<file path="src/rtl/rxp_pkg.sv">
package rxp_pkg;

    typedef enum logic [2:0] {
        ST_IDLE     = 3'd0,
        ST_RD_CUR   = 3'd1,
        ST_RD_NXT   = 3'd2,
        ST_WR_SPILL = 3'd3,
        ST_WR_LAST  = 3'd4
    } rxp_state_e;

endpackage

</file>
<file path="src/rtl/rxp_poll_timer.sv">
module rxp_poll_timer #(
    parameter int IVL_W = 8
) (
    input  logic             clk,
    input  logic             rst_n,
    input  logic             run,
    input  logic             clear,
    input  logic [IVL_W-1:0] ivl,
    output logic             hit
);

    logic [IVL_W-1:0] cnt_q;

    assign hit = (cnt_q == ivl);

    always_ff @(posedge clk) begin
        if (!rst_n) begin
            cnt_q <= '0;
        end else if (clear) begin
            cnt_q <= '0;
        end else if (run && !hit) begin
            cnt_q <= cnt_q + 1'b1;
        end
    end

endmodule

</file>
<file path="src/rtl/rxp_ring_index.sv">
module rxp_ring_index #(
    parameter int IDX_W      = 4,
    parameter int AW         = 32,
    parameter int DESC_BYTES = 16
) (
    input  logic [IDX_W-1:0] cur_idx,
    input  logic [IDX_W:0]   ring_len,
    input  logic [AW-1:0]    ring_base,
    output logic [IDX_W-1:0] nxt_idx,
    output logic [AW-1:0]    cur_addr,
    output logic [AW-1:0]    nxt_addr
);

    localparam int OFS_SH = $clog2(DESC_BYTES);

    logic [IDX_W:0] inc;

    assign inc     = {1'b0, cur_idx} + 1'b1;
    assign nxt_idx = (inc >= ring_len) ? '0 : inc[IDX_W-1:0];

    assign cur_addr = ring_base + ({{(AW-IDX_W){1'b0}}, cur_idx} << OFS_SH);
    assign nxt_addr = ring_base + ({{(AW-IDX_W){1'b0}}, nxt_idx} << OFS_SH);

endmodule

</file>
<file path="src/rtl/rxp_protect.sv">
module rxp_protect #(
    parameter int BC_W    = 12,
    parameter int PROTECT = 64
) (
    input  logic            clk,
    input  logic            rst_n,
    input  logic [BC_W-1:0] byte_cnt,
    output logic            notify
);

    logic reached, seen_q;

    assign reached = (byte_cnt >= BC_W'(PROTECT));

    always_ff @(posedge clk) begin
        if (!rst_n) begin
            seen_q <= 1'b0;
            notify <= 1'b0;
        end else begin
            seen_q <= reached;
            notify <= reached && !seen_q;
        end
    end

endmodule

</file>
<file path="src/rtl/rx_desc_poller.sv">
module rx_desc_poller
    import rxp_pkg::*;
#(
    parameter int IDX_W      = 4,
    parameter int AW         = 32,
    parameter int IVL_W      = 8,
    parameter int BC_W       = 12,
    parameter int MISS_W     = 8,
    parameter int DESC_BYTES = 16,
    parameter int PROTECT    = 64
) (
    input  logic              clk,
    input  logic              rst_n,
    input  logic [AW-1:0]     ring_base,
    input  logic [IDX_W:0]    ring_len,
    input  logic [IVL_W-1:0]  poll_ivl,
    input  logic              poll_demand,
    input  logic              data_waiting,
    input  logic              buf_full,
    input  logic              frame_end,
    input  logic              frame_err,
    input  logic [BC_W-1:0]   byte_cnt,
    input  logic              fifo_ovf,
    output logic              desc_req,
    output logic              desc_we,
    output logic [AW-1:0]     desc_addr,
    output logic              desc_wr_own,
    output logic              desc_wr_enp,
    output logic              desc_wr_stp,
    output logic [BC_W-1:0]   desc_wr_bcnt,
    output logic              desc_wr_err,
    input  logic              desc_ack,
    input  logic              desc_rd_own,
    output logic [IDX_W-1:0]  cur_idx,
    output logic              frame_notify,
    output logic [MISS_W-1:0] miss_cnt
);

    localparam logic [IDX_W:0] LEN_ONE = {{IDX_W{1'b0}}, 1'b1};

    rxp_state_e        state_q, state_d;
    logic              own_cur, own_nxt, in_frame, dry, dmd_pend;
    logic [IDX_W-1:0]  idx_q, nxt_idx;
    logic [AW-1:0]     cur_addr, nxt_addr;
    logic [BC_W-1:0]   bcnt_q;
    logic              err_q;
    logic [MISS_W-1:0] miss_q;
    logic              both_owned, imm_poll, poll_go, ack_take;
    logic              timer_hit, timer_run, poll_start, advance, take_last;

    assign both_owned = own_cur && (own_nxt || ring_len == LEN_ONE);
    assign imm_poll   = data_waiting && !own_cur && !dry;
    assign poll_go    = !both_owned && (timer_hit || dmd_pend || poll_demand || imm_poll);
    assign ack_take   = (state_q != ST_IDLE) && desc_ack;
    assign timer_run  = (state_q == ST_IDLE) && !both_owned;
    assign poll_start = (state_q == ST_IDLE) &&
                        (state_d == ST_RD_CUR || state_d == ST_RD_NXT);
    assign advance    = ack_take && (state_q == ST_WR_SPILL || state_q == ST_WR_LAST);
    assign take_last  = (state_q == ST_IDLE) && own_cur && frame_end;

    rxp_ring_index #(
        .IDX_W      (IDX_W),
        .AW         (AW),
        .DESC_BYTES (DESC_BYTES)
    ) u_ring (
        .cur_idx   (idx_q),
        .ring_len  (ring_len),
        .ring_base (ring_base),
        .nxt_idx   (nxt_idx),
        .cur_addr  (cur_addr),
        .nxt_addr  (nxt_addr)
    );

    rxp_poll_timer #(
        .IVL_W (IVL_W)
    ) u_timer (
        .clk   (clk),
        .rst_n (rst_n),
        .run   (timer_run),
        .clear (poll_start),
        .ivl   (poll_ivl),
        .hit   (timer_hit)
    );

    rxp_protect #(
        .BC_W    (BC_W),
        .PROTECT (PROTECT)
    ) u_protect (
        .clk      (clk),
        .rst_n    (rst_n),
        .byte_cnt (byte_cnt),
        .notify   (frame_notify)
    );

    // State register
    always_ff @(posedge clk) begin
        if (!rst_n) begin
            state_q <= ST_IDLE;
        end else begin
            state_q <= state_d;
        end
    end

    // Next-state logic
    always_comb begin
        state_d = state_q;
        unique case (state_q)
            ST_IDLE: begin
                if (own_cur && frame_end) begin
                    state_d = ST_WR_LAST;
                end else if (own_cur && buf_full) begin
                    state_d = ST_WR_SPILL;
                end else if (poll_go) begin
                    state_d = own_cur ? ST_RD_NXT : ST_RD_CUR;
                end
            end
            ST_RD_CUR: begin
                if (desc_ack) begin
                    state_d = (desc_rd_own && ring_len != LEN_ONE) ? ST_RD_NXT : ST_IDLE;
                end
            end
            ST_RD_NXT, ST_WR_SPILL, ST_WR_LAST: begin
                if (desc_ack) begin
                    state_d = ST_IDLE;
                end
            end
            default: state_d = ST_IDLE;
        endcase
    end

    // Outputs
    always_comb begin
        desc_req     = (state_q != ST_IDLE);
        desc_we      = (state_q == ST_WR_SPILL) || (state_q == ST_WR_LAST);
        desc_addr    = (state_q == ST_RD_NXT) ? nxt_addr : cur_addr;
        desc_wr_own  = 1'b0;
        desc_wr_enp  = (state_q == ST_WR_LAST);
        desc_wr_stp  = desc_we && !in_frame;
        desc_wr_bcnt = (state_q == ST_WR_LAST) ? bcnt_q : '0;
        desc_wr_err  = (state_q == ST_WR_LAST) && err_q;
    end

    assign cur_idx  = idx_q;
    assign miss_cnt = miss_q;

    // Ownership, ring index and frame tracking
    always_ff @(posedge clk) begin
        if (!rst_n) begin
            idx_q    <= '0;
            own_cur  <= 1'b0;
            own_nxt  <= 1'b0;
            in_frame <= 1'b0;
            dry      <= 1'b0;
            dmd_pend <= 1'b0;
            bcnt_q   <= '0;
            err_q    <= 1'b0;
            miss_q   <= '0;
        end else begin
            if (fifo_ovf && !own_cur) begin
                miss_q   <= miss_q + 1'b1;
                in_frame <= 1'b0;
            end
            if (take_last) begin
                bcnt_q <= byte_cnt;
                err_q  <= frame_err;
            end
            if (poll_demand) begin
                dmd_pend <= 1'b1;
            end
            if (poll_start || both_owned) begin
                dmd_pend <= 1'b0;
            end
            if (ack_take && state_q == ST_RD_CUR) begin
                own_cur <= desc_rd_own;
                if (!desc_rd_own) begin
                    dry <= 1'b1;
                end
            end
            if (ack_take && state_q == ST_RD_NXT) begin
                own_nxt <= desc_rd_own;
            end
            if (advance) begin
                in_frame <= (state_q == ST_WR_SPILL);
                idx_q    <= nxt_idx;
                own_cur  <= own_nxt;
                own_nxt  <= 1'b0;
            end
            if (!data_waiting) begin
                dry <= 1'b0;
            end
        end
    end

endmodule

</file>
<file path="config.mk">
export PLATFORM = sky130hd
export DESIGN_NAME = rx_desc_poller
export DESIGN_NICKNAME = d
export VERILOG_FILES = /design/src/rtl/rxp_pkg.sv /design/src/rtl/rxp_poll_timer.sv /design/src/rtl/rxp_ring_index.sv /design/src/rtl/rxp_protect.sv /design/src/rtl/rx_desc_poller.sv
export SDC_FILE = /design/constraint.sdc
export NUM_CORES = 1
export LEC_CHECK = 0
export BUFFER_PORTS_ARGS = -buffer_cell sky130_fd_sc_hd__buf_2
export CORE_MARGIN = 2
export CORE_UTILIZATION = 56
export DETAILED_ROUTE_END_ITERATION = 8
export GPL_ROUTABILITY_DRIVEN = 0
export GPL_TIMING_DRIVEN = 0
export PLACE_DENSITY_LB_ADDON = 0.05
export SLEW_MARGIN = 10
export SYNTH_ARGS = -nofsm -noshare
export SYNTH_HDL_FRONTEND = slang
export SYNTH_HIERARCHICAL = 1
export SYNTH_SLANG_ARGS = --single-unit
</file>
<file path="constraint.sdc">
create_clock -name clk -period 7.15 [get_ports clk]
set_input_delay 1.43 -clock clk [delete_from_list [all_inputs] [get_ports clk]]
set_output_delay 1.43 -clock clk [all_outputs]
set_load 0.01 [all_outputs]
</file>
Word level (Yosys, flattened, before mapping)

Cells that the tools add are included.

Flip-flop bits (word level): 43
Output and inout bits: 63
Word-level logic and storage cells: 89

Add/subtract/negate cells: 5
$lt $le $gt $ge: 2
Equal/unequal tests: 9
Mux-type cells: 15
Bitwise logic cells: 2
Reductions and logical operators: 43

Operators by type and width:

| cell                  | count |
|---|---|
| $add A32 B8 Y32       | 2 |
| $mux W32              | 1 |
| $logic_and A1 B1 Y1   | 20 |
| $add A8 B1 Y8 const B | 2 |
| $mux W3               | 5 |
| $ge A12 B7 Y1 const B | 1 |
| $mux W12              | 1 |
| $eq A3 B2 Y1 const B  | 3 |
| $pmux W3 S3           | 1 |
| $eq A8 B8 Y1          | 1 |
| $logic_or A1 B1 Y1    | 7 |
| $eq A3 B1 Y1 const B  | 2 |
| $logic_not A1 Y1      | 6 |
| $reduce_or A2 Y1      | 3 |
| $add A4 B1 Y5 const B | 1 |
| $eq A5 B1 Y1 const B  | 1 |
| $ge A5 B5 Y1          | 1 |
| $ne A5 B1 Y1 const B  | 1 |
| $mux W1               | 4 |
| $mux W2               | 2 |
| $mux W4               | 1 |
| $reduce_and A2 Y1     | 2 |
| $reduce_bool A2 Y1    | 2 |
| $eq A3 B3 Y1 const B  | 1 |
| 4 further kinds       | 5 |

Logic depth before layout (Yosys ltp)

Depth after elaboration: 14
Gate-level depth with buffers: 14
Depth with buffers taken out: 14

Modules after synthesis

Netlist, hierarchy kept.

By module, submodules not included:

| module         | times used | cells each | area each (um2) | sequential area each (um2) |
|---|---|---|---|---|
| rx_desc_poller | 1          | 223        | 1885.6          | 660.6 |
| rxp_ring_index | 1          | 206        | 1498.9          | 0.0 |
| rxp_poll_timer | 1          | 54         | 485.5           | 160.2 |
| rxp_protect    | 1          | 7          | 75.1            | 40.0 |

Least setup slack after synthesis

Ideal clock, no wire load.

Kind: input to output
Start: in ring_len[0]
End: out desc_addr[24]
Data arrival time: 4.208 ns
Data required time: 5.720 ns
Slack: 1.512 ns
Stages: 13
Cells stage by stage: ha_1 > nand2b_1 > a21oi_1 > o21ai_0 > a211oi_1 > ha_1 > inv_1 > fa_1 > nand2b_1 > a211oi_2 > nand4_1 > xnor2_1 > mux2_2

Word-level cells in the longest chain between the ends: 4

RTL lines:

| element          | RTL line              | RTL |
|---|---|---|
| start, declared  | rx_desc_poller.sv:15  | `input logic [IDX_W:0] ring_len,` |
| $ge A5 B5 Y1     | rxp_ring_index.sv:19  | `assign nxt_idx = (inc >= ring_len) ? '0 : inc[IDX_W-1:0];` |
| $mux W4          | rxp_ring_index.sv:19  |  |
| net nxt_idx[0]   | rx_desc_poller.sv:43  | `logic [IDX_W-1:0] idx_q, nxt_idx;` |
| $add A32 B8 Y32  | rxp_ring_index.sv:22  | `assign nxt_addr = ring_base + ({{(AW-IDX_W){1'b0}}, nxt_idx} << OFS_SH);` |
| net nxt_addr[24] | rx_desc_poller.sv:44  | `logic [AW-1:0] cur_addr, nxt_addr;` |
| $mux W32         | rx_desc_poller.sv:135 | `desc_addr = (state_q == ST_RD_NXT) ? nxt_addr : cur_addr;` |
| end, declared    | rx_desc_poller.sv:26  | `output logic [AW-1:0] desc_addr,` |

The timed path passes the listed nets, and every way through them passes these cells.

Worst setup path in the final report

Start: in ring_len[0]
End: out desc_addr[26]

Same word-level chain as after synthesis.

==> impl_metrics.yaml <==
floorplanning:
  core_area_mm2: 0.00679
  ios: 130
  std_cell_rows: 30
  start_util_pct: 58.1
  chipWidth_um: 87.9
  dieArea_mm2: 0.00773
  die_h_um: 87.9
cts:
  cts_resized: 0
  numCtsBuffers: 5
  cts.path.max_buffers: 2
  clk_latency_ns: 0.29
  post_cts_buffers: 0
  hold_buffers: 0
  clock-root-buffer: "clkbuf_8"
  clk_pin_slew_ns: 0.08
  cts_tree: "done"
  htree_num_levels: 2
  clock-sinks: 43
timing:
  fmax_mhz: 154
  finalSetupViolations: 0
  hold_violations: 0
  tightest_slew_ns: 0.930
  rsz0062_at_grt: "no"
  relSlewSlack_pct: 37.5
  timing.final.crit_share_pct: 90.6
  finClkSkew_ns: 0.00539
  final_max_slew_viol_count: 0
  tns_ns: 0
  period_needed_ns: 6.48
power_and_ir_drop:
  cellLeakagePower_uw: 0.00203
  p_comb_share_pct: 29.1
  vdd_drop_max_v: 0.0000747
  p_per_area_mw_per_mm2: 120
  p_int_uw: 394
  power.switching_uw: 178
  sw_frac_of_total_pct: 31.1
  seq_power_share_pct: 44.8
  clockPowerShare_pct: 26.1
  power.total_uw: 572
place:
  hpwl_um: 7610
  post_dp_cell_area_mm2: 0.00466
  port_buffers: 119
cells_and_area:
  final_area_mm2: 0.00475
  fin_util_pct: 69.9
  area_delta_synth_final_pct: 20.3
  num_antenna_cells: 0
  drive_gt1_share_pct: 32.4
  fillers: 593
  nets: 701
logic_synthesis:
  ys_warn_count: 6
  syn_inst: 490
  synth_edf_count: 0
  ys_async_sr_fraction_pct: 0
  seq_area_frac_synth_pct: 21.8
  synth_fp_nets: 575
  syn_avg_cell_area_um2: 8.05
  syn-cell-area_mm2: 0.00395
  synth.distinct_cells: 59
  ys_ff_latch: 43
  synth_ff_type: "dfxtp_1"
routing:
  ant_nets: 0
  vias: 3772
  routedWlPerCell_um: 13.1
  drc: 0
  drtPass1Iterations: 4
  routed_via_density: 5.29
  drtIter0Drc: 112
  drt-total-wl_um: 9370
worst_setup_path:
  cp-start-kind: "input port"
  worstPathMaxFanout: 7
  critPathRequiredTime_ns: 5.72
  crit_arrival_ns: 5.05
  endpoint_kind: "output port"
  critPathKind: "in -> out"
status:
  outcome: "finished clean"
global_route:
  grt_max_degree: 14
  grt_antenna_before_repair: 0
  grt_pass1_wl_um: 15000
  grt_overflow: 0
  grt_usage_pct: 23.9
  grt_pass1_vias: 3474
min_path:
  min_path_type: "reg -> reg"
flow_run:
  cap_violations: 0
[flip-flops by register name, summed over array words and instances, names as in the netlist]
register          count
bcnt_q               12
miss_cnt              8
u_timer/cnt_q         8
cur_idx               4
state_q               3
dmd_pend              1
dry                   1
err_q                 1
in_frame              1
own_cur               1
own_nxt               1
u_protect/notify      1
u_protect/seen_q      1
[worst paths after layout]
path	cells after the start	end	start	slack, ns
worst max-delay path	15	desc_addr[26]	ring_len[0]	0.67
worst min-delay path	2	bcnt_q[5]	bcnt_q[5]	0.45
worst max register to register	12	u_timer/cnt_q[0]	u_timer/cnt_q[2]	4.43
worst min register to register	2	bcnt_q[5]	bcnt_q[5]	0.45
[critical path, stage by stage]
cell and delay, ns:
buf_2 0.11, ha_1 0.28, nand2b_1 0.14, a21oi_1 0.13
o21ai_0 0.20, a211oi_1 0.47, ha_1 0.26, inv_1 0.06
fa_1 0.40, nand2b_1 0.24, a211oi_2 0.58, nand3_1 0.18
xnor2_1 0.17, mux2_2 0.28, buf_2 0.14
[cell usage in the layout, fill, tap and decap left out, drive strengths merged, types with 2 or more instances in the layout]
cell,instances
a2111oi,2
a211oi,5
a21boi,2
a21oi,35
and2,14
and3,9
buf,136
clkbuf,18
dfxtp,43
fa,2
ha,16
inv,23
mux2,32
mux2i,7
nand2,56
nand2b,11
nand3,28
nand4,17
nor2,35
nor2b,5
nor3,8
nor4,3
o21ai,10
o21bai,2
o31ai,2
or3,8
or4,3
xnor2,52
xor2,17
[layout make-up]
class | count | area, um^2 | share of cell area (%)
clock inverter | 2 | 12.5 | 0.264
timing repair buffer | 119 | 596 | 12.5
inverter | 23 | 86.3 | 1.82
sequential | 43 | 861 | 18.1
clock buffer | 6 | 72.6 | 1.53
tap | 96 | 120 | 2.53
multi-input combinational | 395 | 2840 | 59.8
buffer | 29 | 159 | 3.35
[stage by stage]
step                      instances  hold slack, ns  setup WS (ns)
after detailed placement        705           0.445          0.691
final                           713           0.454          0.671
after floorplan                 490           0.432           1.51
after CTS                       713           0.457          0.688
after global routing            713           0.478          0.407
after global placement          705           0.437          0.786
[synthesized netlist by cell type, drive strengths merged, types with 2 or more instances]
library cell	count	area, um^2
nand2	56	213
mux2i	7	70.1
o21ai	10	50.1
dfxtp	43	861
a21boi	2	15.0
or4	3	26.3
a2111oi	2	55.1
nand4	17	134
nand2b	11	68.8
xor2	17	149
clkbuf	12	46.3
xnor2	52	455
and2	14	87.6
nand3	28	140
nor2b	5	31.3
nor2	35	134
nor4	3	55.1
nor3	8	55.1
mux2	32	360
a211oi	5	47.5
o21bai	2	15.0
buf	17	113
or3	8	58.8
inv	23	86.3
and3	9	57.6
a21oi	35	175
fa	2	40.0
ha	16	200
o31ai	2	15.0
[cells by family (layout without fill, tap and decap cells)]
logic type      count (synthesis)  in the layout  synth area share [%]
simple gates                  201            201                  28.0
xor+xnor                       69             69                  15.3
compound gates                 67             67                  11.6
buf+inv                        52            179                  6.22
flops                          43             43                  21.8
mux                            39             39                  10.9
fa+ha+maj                      18             18                  6.09
other cells                     1              1                0.0951
[layer usage]
metal / vias to the layer above / global-route usage, % / part of all wire, %
li1: 1933 / - / -
met1: 1710 / 29.4 / 44
met2: 115 / 43.2 / 49
met3: 14 / 3.30 / 5.6
met4: 0 / 6.85 / 1.6
met5: - / 0 / 0
[power by group through the flow]
stage | logic [uW] | registers (uW) | clock network (uW)
after floorplan | 107 | 261 | 0
final | 166 | 256 | 149
after detailed placement | 166 | 261 | 0
after CTS | 167 | 256 | 154
after global routing | 185 | 257 | 164
after global placement | 162 | 261 | 0
Note: power is estimated with default switching activity, not from simulation.
